===== src/rtl/cfgport_pkg.sv =====
package cfgport_pkg;

  typedef enum logic [1:0] {
    LANES_2    = 2'b00,
    LANES_4    = 2'b01,
    LANES_1    = 2'b10,
    LANES_RSVD = 2'b11
  } lane_code_e;

  // positions of the pins inside the synchronised bundle
  localparam int PIN_W    = 5;
  localparam int PIN_MODE = 4;
  localparam int PIN_CS   = 3;
  localparam int PIN_SCK  = 2;
  localparam int PIN_SDI  = 1;
  localparam int PIN_SDO  = 0;

  // field layout of control register 0
  localparam int CTRL_LANE_LSB  = 0;
  localparam int CTRL_SLEEP_BIT = 2;
  localparam int CTRL_DRIVE_BIT = 3;

  function automatic logic [2:0] lanes_from_code(input logic [1:0] code);
    logic [2:0] n;
    case (lane_code_e'(code))
      LANES_2: n = 3'd2;
      LANES_4: n = 3'd4;
      LANES_1: n = 3'd1;
      default: n = 3'd0;
    endcase
    return n;
  endfunction

endpackage


===== src/rtl/cfg_pin_sync.sv =====
module cfg_pin_sync #(
  parameter int WIDTH  = 5,
  parameter int STAGES = 2   // two or more
) (
  input  logic             clk,
  input  logic             rst,
  input  logic [WIDTH-1:0] d,
  output logic [WIDTH-1:0] q
);

  genvar g;
  generate
    for (g = 0; g < WIDTH; g++) begin : g_bit
      logic [STAGES-1:0] chain;
      always_ff @(posedge clk) begin
        if (rst) chain <= '0;
        else     chain <= {chain[STAGES-2:0], d[g]};
      end
      assign q[g] = chain[STAGES-1];
    end
  endgenerate

endmodule


===== src/rtl/cfg_reg_file.sv =====
module cfg_reg_file #(
  parameter int NUM_REGS = 8,
  parameter int ADDR_W   = 7,
  parameter int DATA_W   = 8
) (
  input  logic                       clk,
  input  logic                       rst,
  input  logic                       wr_en,
  input  logic [ADDR_W-1:0]          wr_addr,
  input  logic [DATA_W-1:0]          wr_data,
  input  logic [ADDR_W-1:0]          rd_addr,
  output logic [DATA_W-1:0]          rd_data,
  output logic [NUM_REGS*DATA_W-1:0] regs_flat
);

  localparam int IDX_W = (NUM_REGS > 1) ? $clog2(NUM_REGS) : 1;
  localparam logic [ADDR_W:0] LIMIT = (ADDR_W+1)'(NUM_REGS);

  logic [DATA_W-1:0] mem [NUM_REGS];
  logic              wr_in_range, rd_in_range;
  logic [IDX_W-1:0]  wr_idx, rd_idx;

  assign wr_in_range = {1'b0, wr_addr} < LIMIT;
  assign rd_in_range = {1'b0, rd_addr} < LIMIT;
  assign wr_idx      = wr_addr[IDX_W-1:0];
  assign rd_idx      = rd_addr[IDX_W-1:0];

  always_ff @(posedge clk) begin
    if (rst) begin
      for (int i = 0; i < NUM_REGS; i++) mem[i] <= '0;
    end else if (wr_en && wr_in_range) begin
      mem[wr_idx] <= wr_data;
    end
  end

  always_ff @(posedge clk) begin
    if (rst)              rd_data <= '0;
    else if (rd_in_range) rd_data <= mem[rd_idx];
    else                  rd_data <= '0;
  end

  genvar g;
  generate
    for (g = 0; g < NUM_REGS; g++) begin : g_flat
      assign regs_flat[g*DATA_W +: DATA_W] = mem[g];
    end
  endgenerate

  AST_OOR_WRITE_IGNORED: assert property (@(posedge clk) disable iff (rst)
    (wr_en && !wr_in_range) |=> $stable(regs_flat));

  AST_OOR_READ_ZERO: assert property (@(posedge clk) disable iff (rst)
    !rd_in_range |=> (rd_data == '0));

endmodule


===== src/rtl/cfg_serial_engine.sv =====
module cfg_serial_engine #(
  parameter int ADDR_W = 7,
  parameter int DATA_W = 8
) (
  input  logic              clk,
  input  logic              rst,
  input  logic              par_mode,
  input  logic              cs_n,
  input  logic              sck,
  input  logic              sdi,
  input  logic [DATA_W-1:0] rd_data,
  output logic [ADDR_W-1:0] rd_addr,
  output logic              wr_en,
  output logic [ADDR_W-1:0] wr_addr,
  output logic [DATA_W-1:0] wr_data,
  output logic              sdo,
  output logic              sdo_oe
);

  localparam int FRAME_BITS = 1 + ADDR_W + DATA_W;
  localparam int CNT_W      = $clog2(FRAME_BITS + 1);
  localparam logic [CNT_W-1:0] CNT_FULL      = CNT_W'(FRAME_BITS);
  localparam logic [CNT_W-1:0] CNT_ADDR_DONE = CNT_W'(1 + ADDR_W);

  logic              cs_prev, sck_prev;
  logic              cs_fall, cs_rise, sck_rise, sck_fall;
  logic              active, is_read;
  logic [CNT_W-1:0]  cnt;
  logic [ADDR_W-1:0] addr_sh;
  logic [DATA_W-1:0] data_sh, out_sh;
  logic              take_bit, in_rw_slot, in_addr_slot, in_read_window;

  always_ff @(posedge clk) begin
    if (rst) begin
      cs_prev  <= 1'b0;
      sck_prev <= 1'b0;
    end else begin
      cs_prev  <= cs_n;
      sck_prev <= sck;
    end
  end

  always_comb begin
    cs_fall        = cs_prev & ~cs_n;
    cs_rise        = ~cs_prev & cs_n;
    sck_rise       = ~sck_prev & sck;
    sck_fall       = sck_prev & ~sck;
    in_rw_slot     = (cnt == '0);
    in_addr_slot   = (cnt != '0) && (cnt < CNT_ADDR_DONE);
    in_read_window = is_read && (cnt >= CNT_ADDR_DONE) && (cnt < CNT_FULL);
    take_bit       = !par_mode && !cs_fall && !cs_rise && active
                     && sck_rise && (cnt < CNT_FULL);
  end

  // frame control
  always_ff @(posedge clk) begin
    wr_en <= 1'b0;
    if (rst || par_mode) begin
      active <= 1'b0;
      cnt    <= '0;
      sdo_oe <= 1'b0;
    end else if (cs_fall) begin
      active <= 1'b1;
      cnt    <= '0;
      sdo_oe <= 1'b1;
    end else if (cs_rise) begin
      active <= 1'b0;
      sdo_oe <= 1'b0;
      if (active && (cnt == CNT_FULL) && !is_read) wr_en <= 1'b1;
    end else if (take_bit) begin
      cnt <= cnt + 1'b1;
    end
  end

  // capture datapath
  always_ff @(posedge clk) begin
    if (rst) begin
      is_read <= 1'b0;
      addr_sh <= '0;
      data_sh <= '0;
    end else if (!par_mode && cs_fall) begin
      is_read <= 1'b0;
    end else if (take_bit) begin
      if (in_rw_slot)        is_read <= sdi;
      else if (in_addr_slot) addr_sh <= {addr_sh[ADDR_W-2:0], sdi};
      else                   data_sh <= {data_sh[DATA_W-2:0], sdi};
    end
  end

  // readback shifter
  always_ff @(posedge clk) begin
    if (rst || par_mode) begin
      sdo    <= 1'b0;
      out_sh <= '0;
    end else if (cs_fall) begin
      sdo    <= 1'b0;
    end else if (!cs_rise && active && sck_fall && in_read_window) begin
      if (cnt == CNT_ADDR_DONE) begin
        sdo    <= rd_data[DATA_W-1];
        out_sh <= {rd_data[DATA_W-2:0], 1'b0};
      end else begin
        sdo    <= out_sh[DATA_W-1];
        out_sh <= {out_sh[DATA_W-2:0], 1'b0};
      end
    end
  end

  assign rd_addr = addr_sh;
  assign wr_addr = addr_sh;
  assign wr_data = data_sh;

  AST_CNT_BOUND: assert property (@(posedge clk) disable iff (rst)
    cnt <= CNT_FULL);

  AST_EXTRA_EDGES_IGNORED: assert property (@(posedge clk) disable iff (rst)
    (!par_mode && active && (cnt == CNT_FULL) && !cs_fall && !cs_rise)
      |=> ((cnt == CNT_FULL) && $stable(data_sh) && $stable(addr_sh)));

  AST_COMMIT_FULL_ONLY: assert property (@(posedge clk) disable iff (rst)
    wr_en |-> (($past(cnt) == CNT_FULL) && !$past(is_read)));

  AST_OE_OFF_PARALLEL: assert property (@(posedge clk) disable iff (rst)
    par_mode |=> !sdo_oe);

  AST_OE_OFF_CS_HIGH: assert property (@(posedge clk) disable iff (rst)
    (cs_n && cs_prev) |=> !sdo_oe);

endmodule


===== src/rtl/cfg_port_top.sv =====
module cfg_port_top
  import cfgport_pkg::*;
#(
  parameter int NUM_REGS    = 8,
  parameter int ADDR_W      = 7,
  parameter int DATA_W      = 8,
  parameter int SYNC_STAGES = 2
) (
  input  logic                       clk,
  input  logic                       rst,
  input  logic                       mode_par_pin,
  input  logic                       cs_n_pin,
  input  logic                       sck_pin,
  input  logic                       sdi_pin,
  input  logic                       sdo_pin_in,
  output logic                       sdo_pin_out,
  output logic                       sdo_pin_oe,
  output logic [2:0]                 lane_count,
  output logic                       sleep_req,
  output logic                       low_drive,
  output logic [NUM_REGS*DATA_W-1:0] cfg_regs
);

  logic [PIN_W-1:0]  pins_raw, pins_s;
  logic              par_s, cs_s, sck_s, sdi_s, sdo_s;
  logic [ADDR_W-1:0] rd_addr, wr_addr;
  logic [DATA_W-1:0] rd_data, wr_data, ctrl_reg;
  logic              wr_en;
  logic [1:0]        lane_code_sel;

  always_comb begin
    pins_raw           = '0;
    pins_raw[PIN_MODE] = mode_par_pin;
    pins_raw[PIN_CS]   = cs_n_pin;
    pins_raw[PIN_SCK]  = sck_pin;
    pins_raw[PIN_SDI]  = sdi_pin;
    pins_raw[PIN_SDO]  = sdo_pin_in;
  end

  cfg_pin_sync #(.WIDTH(PIN_W), .STAGES(SYNC_STAGES)) u_sync (
    .clk (clk),
    .rst (rst),
    .d   (pins_raw),
    .q   (pins_s)
  );

  assign par_s = pins_s[PIN_MODE];
  assign cs_s  = pins_s[PIN_CS];
  assign sck_s = pins_s[PIN_SCK];
  assign sdi_s = pins_s[PIN_SDI];
  assign sdo_s = pins_s[PIN_SDO];

  cfg_serial_engine #(.ADDR_W(ADDR_W), .DATA_W(DATA_W)) u_engine (
    .clk      (clk),
    .rst      (rst),
    .par_mode (par_s),
    .cs_n     (cs_s),
    .sck      (sck_s),
    .sdi      (sdi_s),
    .rd_data  (rd_data),
    .rd_addr  (rd_addr),
    .wr_en    (wr_en),
    .wr_addr  (wr_addr),
    .wr_data  (wr_data),
    .sdo      (sdo_pin_out),
    .sdo_oe   (sdo_pin_oe)
  );

  cfg_reg_file #(.NUM_REGS(NUM_REGS), .ADDR_W(ADDR_W), .DATA_W(DATA_W)) u_regs (
    .clk       (clk),
    .rst       (rst),
    .wr_en     (wr_en),
    .wr_addr   (wr_addr),
    .wr_data   (wr_data),
    .rd_addr   (rd_addr),
    .rd_data   (rd_data),
    .regs_flat (cfg_regs)
  );

  assign ctrl_reg      = cfg_regs[DATA_W-1:0];
  assign lane_code_sel = par_s ? {cs_s, sck_s} : ctrl_reg[CTRL_LANE_LSB +: 2];

  always_ff @(posedge clk) begin
    if (rst) begin
      lane_count <= lanes_from_code(LANES_2);
      sleep_req  <= 1'b0;
      low_drive  <= 1'b0;
    end else begin
      lane_count <= lanes_from_code(lane_code_sel);
      sleep_req  <= par_s ? sdi_s : ctrl_reg[CTRL_SLEEP_BIT];
      low_drive  <= par_s ? sdo_s : ctrl_reg[CTRL_DRIVE_BIT];
    end
  end

  AST_RSVD_LANES: assert property (@(posedge clk) disable iff (rst)
    (par_s && cs_s && sck_s) |=> (lane_count == 3'd0));

  AST_STRAP_DRIVE: assert property (@(posedge clk) disable iff (rst)
    par_s |=> (low_drive == $past(sdo_s)));

  AST_SERIAL_SLEEP_FIELD: assert property (@(posedge clk) disable iff (rst)
    !par_s |=> (sleep_req == $past(cfg_regs[CTRL_SLEEP_BIT])));

  AST_LANES_LEGAL: assert property (@(posedge clk) disable iff (rst)
    $countones(lane_count) <= 1);

endmodule


===== config.mk =====
export PLATFORM = sky130hd
export DESIGN_NAME = cfg_port_top
export DESIGN_NICKNAME = d
export VERILOG_FILES = /design/src/rtl/cfgport_pkg.sv /design/src/rtl/cfg_pin_sync.sv /design/src/rtl/cfg_reg_file.sv /design/src/rtl/cfg_serial_engine.sv /design/src/rtl/cfg_port_top.sv
export SDC_FILE = /design/constraint.sdc
export NUM_CORES = 1
export LEC_CHECK = 0
export CAP_MARGIN = 20
export CORE_MARGIN = 1
export CORE_UTILIZATION = 30
export DETAILED_ROUTE_END_ITERATION = 10
export GPL_TIMING_DRIVEN = 1
export PLACE_DENSITY_LB_ADDON = 0.25
export SKIP_LAST_GASP = 1
export SLEW_MARGIN = 15
export SYNTH_ARGS = -nofsm -noshare
export SYNTH_HDL_FRONTEND = slang
export SYNTH_SLANG_ARGS = --single-unit
export TNS_END_PERCENT = 30

===== constraint.sdc =====
create_clock -name clk -period 4.36 [get_ports clk]
set_clock_uncertainty 0.1 [all_clocks]
set_input_delay 0.872 -clock clk [delete_from_list [all_inputs] [get_ports clk]]
set_output_delay 0.872 -clock clk [all_outputs]
set_load 0.05 [all_outputs]

==> results_dict.tcl, run 1 <==
set metrics [dict create \
    worstMarginPinSlew_ns 0.819 \
    required_ns 4.39 \
    setup_slack_ns 1.58 \
    io_pins 78 \
    post_cts_buffers 0 \
    grt_pass1_vias 3675 \
    yosysUniqueCellTypes 43 \
    wirelength_mm 14.0 \
    min_path_cells 1 \
    mostFrequentLayoutCells "77 x clkdlybuf4s50_1, 75 x nor2_1, 64 x edfxtp_1" \
    die_y_um 132 \
    synth_top_area_cell "edfxtp_1" \
    r2r_end "u_regs.mem[1][7]" \
    grt_max_degree 33 \
    layout_commonest_cell "clkdlybuf4s50_1" \
    cts_hold_buf 0 \
    rr_worst_depth 4 \
    drt_pass1_iterations 5 \
    drt-wirelength-per-cell_um 18.6 \
    cts.sinks 120 \
    viasPerCell 4.94 \
    synth_seq_cells 120 \
    cts_tree "yes" \
    overflow 0 \
    cts_buffer_depth 2 \
    yosysSeqAreaShare 0.604 \
    hold_path_end "u_sync.g_bit[3].chain[1]" \
    worstHoldStart "u_sync.g_bit[3].chain[0]" \
    synth-edff-count 64 \
    port_buffers 77 \
    drc 0 \
    final.setup.tns_ns 0 \
    power.leakage_nw 2.13 \
    n_fill_cell 1625 \
    relSlewSlack 0.453 \
    rrSetupSlack_ns 1.78 \
    dp_hpwl_mm 10.1 \
    regArea_um2 3040 \
    htreeDepth 4 \
    track_usage 0.170 \
    reg2reg_from "u_engine.rd_addr[3]" \
    drt_iter0_drc 306 \
    final.period_utilization 0.637 \
    die_area_um2 17300 \
    syn_to_final_growth_pct 31.2 \
    final_nets 530 \
    critPathMaxFanout 18 \
    rsz0062_at_grt "false" \
    drtAntennaViolNets 0 \
    cap_viol_max_count 0 \
    yosysWarnings 0 \
    pre_cts_ws_ns 1.19 \
    fin_crit_ns 2.78 \
    cts-buffers-inserted 17 \
    synth_area_um2 5040 \
    slew_violations 0 \
    drive_above_1_share 0.0996 \
    synth_area_per_cell_um2 11.4 \
    die_w_um 132 \
    start_util 0.306 \
    syn_nets 452 \
    gp_congestion 0.809 \
    cts.clk_slew.worst_paths_ns 0.06 \
    crit_path_end_kind "flip-flop" \
    vias 3717 \
    ys_top_cells_by_area "edfxtp_1 38%, dfxtp_1 22%, mux2i_1 11%, nor2_1 5.6%, nand2_1 2.4%" \
    powerDensity_nw_per_um2 423 \
    crit_arrival_ns 2.80 \
    hold_viol 0 \
    timing.fmax_ghz 0.360 \
    hp-class "flip-flop to flip-flop" \
    async_flop_share 0 \
    yosysTopAreaCellShare 0.382 \
    ir_drop_uv 293 \
    setup_violations 0 \
    coreArea_um2 16500 \
    ys.flop_type "edfxtp_1" \
    antenna_cells 0 \
    grt_pass1_wl_mm 21.5 \
    rows 47 \
    cts.repair.resized 0 \
    syn_inst 441 \
    worstSetupStartpointType "input pin" \
    status "finished, final reports clean" \
    antenna_found_initial 0 \
    path_class "input pin to flip-flop" \
    root_buffer "clkbuf_16" \
    multi_input_area_um2 1790 \
    clk_latency_ns 0.42 \
]
## critical path: stages
cell             delay (ns)
clkdlybuf4s50_1        0.55
or4_1                  0.87
o21ai_0                0.29
buf_4                  0.21
## sequential cells by signal, summed over array words and instances, names as in the netlist
register	flops
u_regs.mem	64
u_sync.g_bit.chain	10
u_engine.wr_data	8
u_regs.rd_data	8
u_engine.out_sh	7
u_engine.rd_addr	7
u_engine.cnt	5
lane_count	3
low_drive	1
sleep_req	1
u_engine.active	1
u_engine.cs_prev	1
u_engine.is_read	1
u_engine.sck_prev	1
u_engine.sdo	1
u_engine.wr_en	1
## cell families after synthesis
group	count (synthesis)	share of synthesized area
multiplexers	57	0.113
AO/OA/AOI/OAI	63	0.0812
buffers and inverters	42	0.0425
adder cells (fa/ha/maj)	4	0.00994
flip-flops	120	0.604
AND/OR/NAND/NOR	155	0.149
## how the worst max path moves through the flow
stage                           from                to  depth (start not counted)
floorplan                        rst  u_regs.mem[0][0]                          3
global placement                 rst  u_regs.mem[2][0]                          4
detailed placement               rst  u_regs.mem[7][5]                          4
CTS                 u_regs.mem[0][0]       cfg_regs[0]                          1
global route                     rst  u_regs.mem[3][7]                          4
finish                           rst  u_regs.mem[1][7]                          4
## metal layers
layer | part of all wire | track usage | up-vias | wire length, µm
li1 | - | - | 1738 | -
met1 | 0.44 | 0.217 | 1825 | 6190
met2 | 0.48 | 0.272 | 127 | 6670
met3 | 0.050 | 0.0374 | 27 | 696
met4 | 0.028 | 0.0840 | 0 | 393
met5 | 0 | 0 | - | 0
## cell usage after synthesis (2+ instances only)
cell and count:
a21oi_1 11, buf_1 2, clkbuf_1 14, ha_1 4
a211oi_1 7, nand2b_1 4, or3_1 3, nand2_1 32
o21ai_0 10, o31ai_1 2, nor4bb_1 4, buf_6 6
mux2i_1 57, o211ai_1 2, nor2b_1 10, a41oi_1 2
or4_1 6, nor3b_1 2, inv_1 11, o22ai_1 16
nor2_1 75, o21a_1 8, dfxtp_1 56, edfxtp_1 64
nor4_1 3, buf_2 9, nand3_1 3, or2_2 2
and4_1 2
## power by group
group / total, mW / internal (mW) / switching (mW)
Clock: 1.39 / 0.852 / 0.540
Combinational: 0.167 / 0.0551 / 0.112
Sequential: 1.23 / 1.21 / 0.0198
Total: 2.79 / 2.12 / 0.673
## layout make-up
class	count	area share
Timing Repair Buffer	90	0.132
Clock inverter	15	0.0254
Inverter	11	0.00625
Clock buffer	17	0.0644
Sequential cell	120	0.461
Multi-Input combinational cell	279	0.270
Tap cell	220	0.0416
## per-stage QoR
stage          instances  cell area (µm²)   util  total power, mW  hold WS, ns
6_report             752             6610  0.401             2.79        0.339
5_1_grt              752             6610  0.401             2.88        0.348
4_1_cts              751             6610  0.401             2.82        0.344
3_5_place_dp         719             6010  0.365             1.43        0.327
3_3_place_gp         718             6000  0.364             1.42        0.320
2_1_floorplan        441             5040      -             1.36        0.314
Note: power is estimated with default switching activity, not from simulation.
==> inputs of run 2 (changes only) <==
clock period = 2.5 ns   (was 4.36 ns; I/O delays follow)
==> run 2 against run 1 <==
Sequential power increased by 75%. Sequential share of layout area decreased by 1.2 points. Total power increased by 82%. Die area unchanged. Clock power increased by 89%. Clock-buffer cell count unchanged. Wire length increased by 0.12%. Worst hold slack improved by 0.00080 ns. Combinational power increased by 82%. Critical endpoint is now cfg_regs[0].
==> results_dict.tcl, run 2 (synthesis results as in run 1) <==
set metrics [dict create \
    status "finished, final reports clean" \
    wirelength_mm 14.0 \
    post_cts_buffers 0 \
    root_buffer "clkbuf_16" \
    htreeDepth 4 \
    overflow 0 \
    cts_buffer_depth 2 \
    coreArea_um2 16500 \
    cts_tree "yes" \
    syn_to_final_growth_pct 34.7 \
    clk_latency_ns 0.42 \
    grt_pass1_vias 3730 \
    crit_path_end_kind "output pin" \
    drt_pass1_iterations 5 \
    top_regs "u_regs.mem (64), u_sync.g_bit.chain (10)" \
    layout_commonest_cell "clkdlybuf4s50_1" \
    worstSetupStartpointType "flip-flop" \
    rrSetupSlack_ns 0.20 \
    setup_slack_ns 0.174 \
    worstMarginPinSlew_ns 0.532 \
    crit_arrival_ns 1.73 \
    final_nets 547 \
    cts_hold_buf 0 \
    cts-buffers-inserted 17 \
    grt_util_met2 0.267 \
    cp_top_family "buffers and inverters" \
    cap_viol_max_count 0 \
    drive_above_1_share 0.128 \
    slew_violations 0 \
    largest_register_ffs 64 \
    regArea_um2 3040 \
    pre_cts_ws_ns -0.0130 \
    power.leakage_nw 2.24 \
    top_usage_layer "met2" \
    grtUsageMet3 0.0478 \
    antenna_cells 0 \
    fin_crit_ns 2.33 \
    start_util 0.306 \
    top_register "u_regs.mem" \
    ir_drop_uv 450 \
    setup_violations 0 \
    hold_viol 0 \
    required_ns 1.90 \
    path_buf_inv 1 \
    multi_input_area_um2 1790 \
    track_usage 0.172 \
    reg2reg_from "u_engine.rd_addr[3]" \
    path_class "flip-flop to output pin" \
    rsz0062_at_grt "false" \
    drtAntennaViolNets 0 \
    cp_slowest_cell "clkdlybuf4s50_1" \
    powerDensity_nw_per_um2 749 \
    die_area_um2 17300 \
    r2r_end "u_regs.mem[1][7]" \
    grt_use_met1 0.223 \
    fin_cells 769 \
    min_path_cells 1 \
    port_buffers 77 \
    cts.repair.resized 0 \
    die_w_um 132 \
    gp_congestion 0.794 \
    max_stage_delay_ns 0.85 \
    grt_pass1_wl_mm 21.7 \
    io_pins 78 \
    n_fill_cell 1606 \
    worstHoldStart "u_sync.g_bit[3].chain[0]" \
    die_y_um 132 \
    vias 3768 \
    critPathMaxFanout 5 \
    placedCellCount 737 \
    relSlewSlack 0.644 \
    hold_path_end "u_sync.g_bit[3].chain[1]" \
    rows 47 \
    rr_worst_depth 4 \
    grt_max_degree 28 \
    viasPerCell 4.90 \
    timing.fmax_ghz 0.430 \
    cts.sinks 120 \
    drc 0 \
    hp-class "flip-flop to flip-flop" \
    total_power_mw 5.08 \
    final.period_utilization 0.930 \
    mostFrequentLayoutCells "77 x clkdlybuf4s50_1, 75 x nor2_1, 64 x edfxtp_1" \
    dp_hpwl_mm 10.2 \
    antenna_found_initial 0 \
    crit_chain "clkdlybuf4s50_1" \
    drt-wirelength-per-cell_um 18.2 \
    cts.clk_slew.worst_paths_ns 0.06 \
    drt_iter0_drc 305 \
]
-- run 2: final cells by class --
| cell class | count | share of cell area |
|---|---|---|
| Clock buffer | 17 | 0.0627 |
| Clock inverter | 15 | 0.0319 |
| Inverter | 11 | 0.00609 |
| Multi-Input combinational cell | 279 | 0.263 |
| Sequential cell | 120 | 0.449 |
| Tap cell | 220 | 0.0406 |
| Timing Repair Buffer | 107 | 0.147 |
-- run 2: where the power goes --
group	switching (mW)	leakage, nW	total, mW	internal, mW
Sequential	0.0318	1.14	2.15	2.12
Clock	0.938	0.314	2.63	1.69
Combinational	0.201	0.793	0.304	0.103
-- run 2: worst max path at each step --
| stage | startpoint | depth (start not counted) | end |
|---|---|---|---|
| global placement | rst | 5 | u_regs.mem[1][1] |
| detailed placement | rst | 5 | u_regs.mem[1][5] |
| finish | u_regs.mem[0][0] | 1 | cfg_regs[0] |
| CTS | u_regs.mem[0][1] | 1 | cfg_regs[1] |
| floorplan | u_engine.rd_addr[3] | 4 | u_regs.mem[0][0] |
| global route | u_engine.rd_addr[3] | 4 | u_regs.mem[0][2] |
-- run 2: layer usage --
layer	routed length [µm]	share of wire
met4	274	0.020
met1	6120	0.44
met5	0	0
met2	6620	0.47
met3	955	0.068
-- run 2: stage by stage --
stage / setup TNS, ns / utilization / instance area [µm²] / hold slack, ns
after global routing: 0 / 0.412 / 6790 / 0.362
after floorplan: -3.73 / - / 5040 / 0.314
after CTS: 0 / 0.412 / 6790 / 0.342
after detailed placement: -0.0947 / 0.373 / 6140 / 0.328
final: 0 / 0.412 / 6790 / 0.340
after global placement: 0 / 0.373 / 6140 / 0.326
==> inputs of run 3 (changes only) <==
MAX_ROUTING_LAYER = met4   (was default)
==> run 3 against run 2 <==
Flip-flop and latch count stayed put. Fmax is 0.13% higher. Worst setup slack better by 0.0029 ns. Worst hold slack worse by 0.00057 ns. Critical path depth stayed put. Register-to-register slack hardly changed. First-iteration DRC count is 14% higher. Clock power hardly changed. Total power hardly changed. Die area stayed put. Wire length is 0.30% higher.
==> results_dict.tcl, run 3 (synthesis results as in run 1) <==
set metrics [dict create \
    switching_power_mw 1.17 \
    p_int_mw 3.91 \
    cts_buffer_depth 2 \
    rr_worst_depth 4 \
    crit_chain "clkdlybuf4s50_1" \
    die_y_um 132 \
    cp_slowest_cell "clkdlybuf4s50_1" \
    drtAntennaViolNets 0 \
    largest_register_ffs 64 \
    drive_above_1_share 0.128 \
    timing.fmax_ghz 0.430 \
    status "finished, final reports clean" \
    hp-class "flip-flop to flip-flop" \
    placedCellCount 737 \
    antenna_cells 0 \
    n_fill_cell 1606 \
    pwr-share-comb 0.060 \
    cts.repair.resized 0 \
    cap_viol_max_count 0 \
    wirelength_mm 14.0 \
    r2r_end "u_regs.mem[1][7]" \
    rrSetupSlack_ns 0.20 \
    max_stage_delay_ns 0.85 \
    root_buffer "clkbuf_16" \
    syn_to_final_growth_pct 34.7 \
    cp_top_family "buffers and inverters" \
    viasPerCell 4.88 \
    cts-buffers-inserted 17 \
    rows 47 \
    overflow 0 \
    rsz0062_at_grt "false" \
    hold_viol 0 \
    slew_violations 0 \
    required_ns 1.90 \
    die_w_um 132 \
    die_area_um2 17300 \
    track_usage 0.176 \
    p_sw_frac 0.230 \
    reg2reg_from "u_engine.rd_addr[3]" \
    powerDensity_nw_per_um2 749 \
    clk_latency_ns 0.42 \
    drc 0 \
    grt_pass1_vias 3740 \
    mostFrequentLayoutCells "77 x clkdlybuf4s50_1, 75 x nor2_1, 64 x edfxtp_1" \
    fin_cells 769 \
    path_buf_inv 1 \
    worstMarginPinSlew_ns 0.558 \
    grt_pass1_wl_mm 21.6 \
    drt-wirelength-per-cell_um 18.2 \
    crit_end "cfg_regs[0]" \
    dp_hpwl_mm 10.2 \
    final.period_utilization 0.929 \
    io_pins 78 \
    crit_path_end_kind "output pin" \
    fin_crit_ns 2.32 \
    top_regs "u_regs.mem (64), u_sync.g_bit.chain (10)" \
    port_buffers 77 \
    critPathMaxFanout 5 \
    cts.clk_slew.worst_paths_ns 0.06 \
    worstSetupStartpointType "flip-flop" \
    crit_arrival_ns 1.72 \
    fin_util 0.412 \
    timing.critical_path.from "u_regs.mem[0][0]" \
    htreeDepth 4 \
    cts_hold_buf 0 \
    cts_tree "yes" \
    seqPwrFrac 0.423 \
    path_class "flip-flop to output pin" \
    final_nets 547 \
    cts.sinks 120 \
    vias 3751 \
    gp_congestion 0.806 \
    p_clk_frac 0.517 \
    ir_drop_uv 450 \
    layout_commonest_cell "clkdlybuf4s50_1" \
    power.leakage_nw 2.24 \
    relSlewSlack 0.626 \
    total_power_mw 5.08 \
    cp.depth 1 \
    coreArea_um2 16500 \
    grt_max_degree 28 \
    antenna_found_initial 0 \
    post_cts_buffers 0 \
    top_register "u_regs.mem" \
    drt_pass1_iterations 5 \
    start_util 0.306 \
    setup_violations 0 \
    drt_iter0_drc 347 \
]
run 3: cell counts in the layout (fill, tap and decap cells not counted):
Identical to the previous run, type by type.
run 3: per-stage QoR:
stage	worst slack, ns	setup TNS, ns	hold WS, ns	cell area [µm²]
2_1_floorplan	-0.0777	-3.73	0.314	5040
3_3_place_gp	0.0197	0	0.326	6140
3_5_place_dp	-0.0130	-0.0947	0.328	6140
4_1_cts	0.137	0	0.342	6790
5_1_grt	0.0953	0	0.362	6790
6_report	0.177	0	0.339	6790
run 3: worst min path at each step:
stage	from	end	slack (ns)	cells after the start
after floorplan	u_sync.g_bit[0].chain[0]	u_sync.g_bit[0].chain[1]	0.31	1
after global placement	u_sync.g_bit[3].chain[0]	u_sync.g_bit[3].chain[1]	0.33	1
after detailed placement	u_sync.g_bit[4].chain[0]	u_sync.g_bit[4].chain[1]	0.33	1
after CTS	u_sync.g_bit[3].chain[0]	u_sync.g_bit[3].chain[1]	0.34	1
after global routing	u_sync.g_bit[1].chain[0]	u_sync.g_bit[1].chain[1]	0.36	1
final	u_sync.g_bit[3].chain[0]	u_sync.g_bit[3].chain[1]	0.34	1
run 3: cell type report:
| class | count | area (µm²) | area share |
|---|---|---|---|
| Sequential cell | 120 | 3040 | 0.449 |
| Multi-Input combinational cell | 279 | 1790 | 0.263 |
| Tap cell | 220 | 275 | 0.0406 |
| Clock buffer | 17 | 425 | 0.0627 |
| Timing Repair Buffer | 107 | 996 | 0.147 |
| Clock inverter | 15 | 216 | 0.0319 |
| Inverter | 11 | 41.3 | 0.00609 |
run 3: worst reg2reg max path: cells and delay by family (launching register included):
kind / cells / cell delay [ns]
buf+inv: 1 / 0.19
compound gates: 1 / 0.26
simple gates: 2 / 1.15
flops: 1 / 0.31
run 3: power by group through the flow:
stage / registers [mW] / clock network, mW / logic, mW
2_1_floorplan: 2.30 / 0 / 0.0683
3_3_place_gp: 2.19 / 0 / 0.303
3_5_place_dp: 2.19 / 0 / 0.304
4_1_cts: 2.15 / 2.68 / 0.306
5_1_grt: 2.15 / 2.76 / 0.321
6_report: 2.15 / 2.63 / 0.305
run 3: layer usage:
layer	vias to the layer above	track usage	routed length (µm)
li1	1774	-	-
met1	1831	0.224	6340
met2	121	0.267	6710
met3	25	0.0417	645
met4	0	0.0769	321
met5	-	-	0
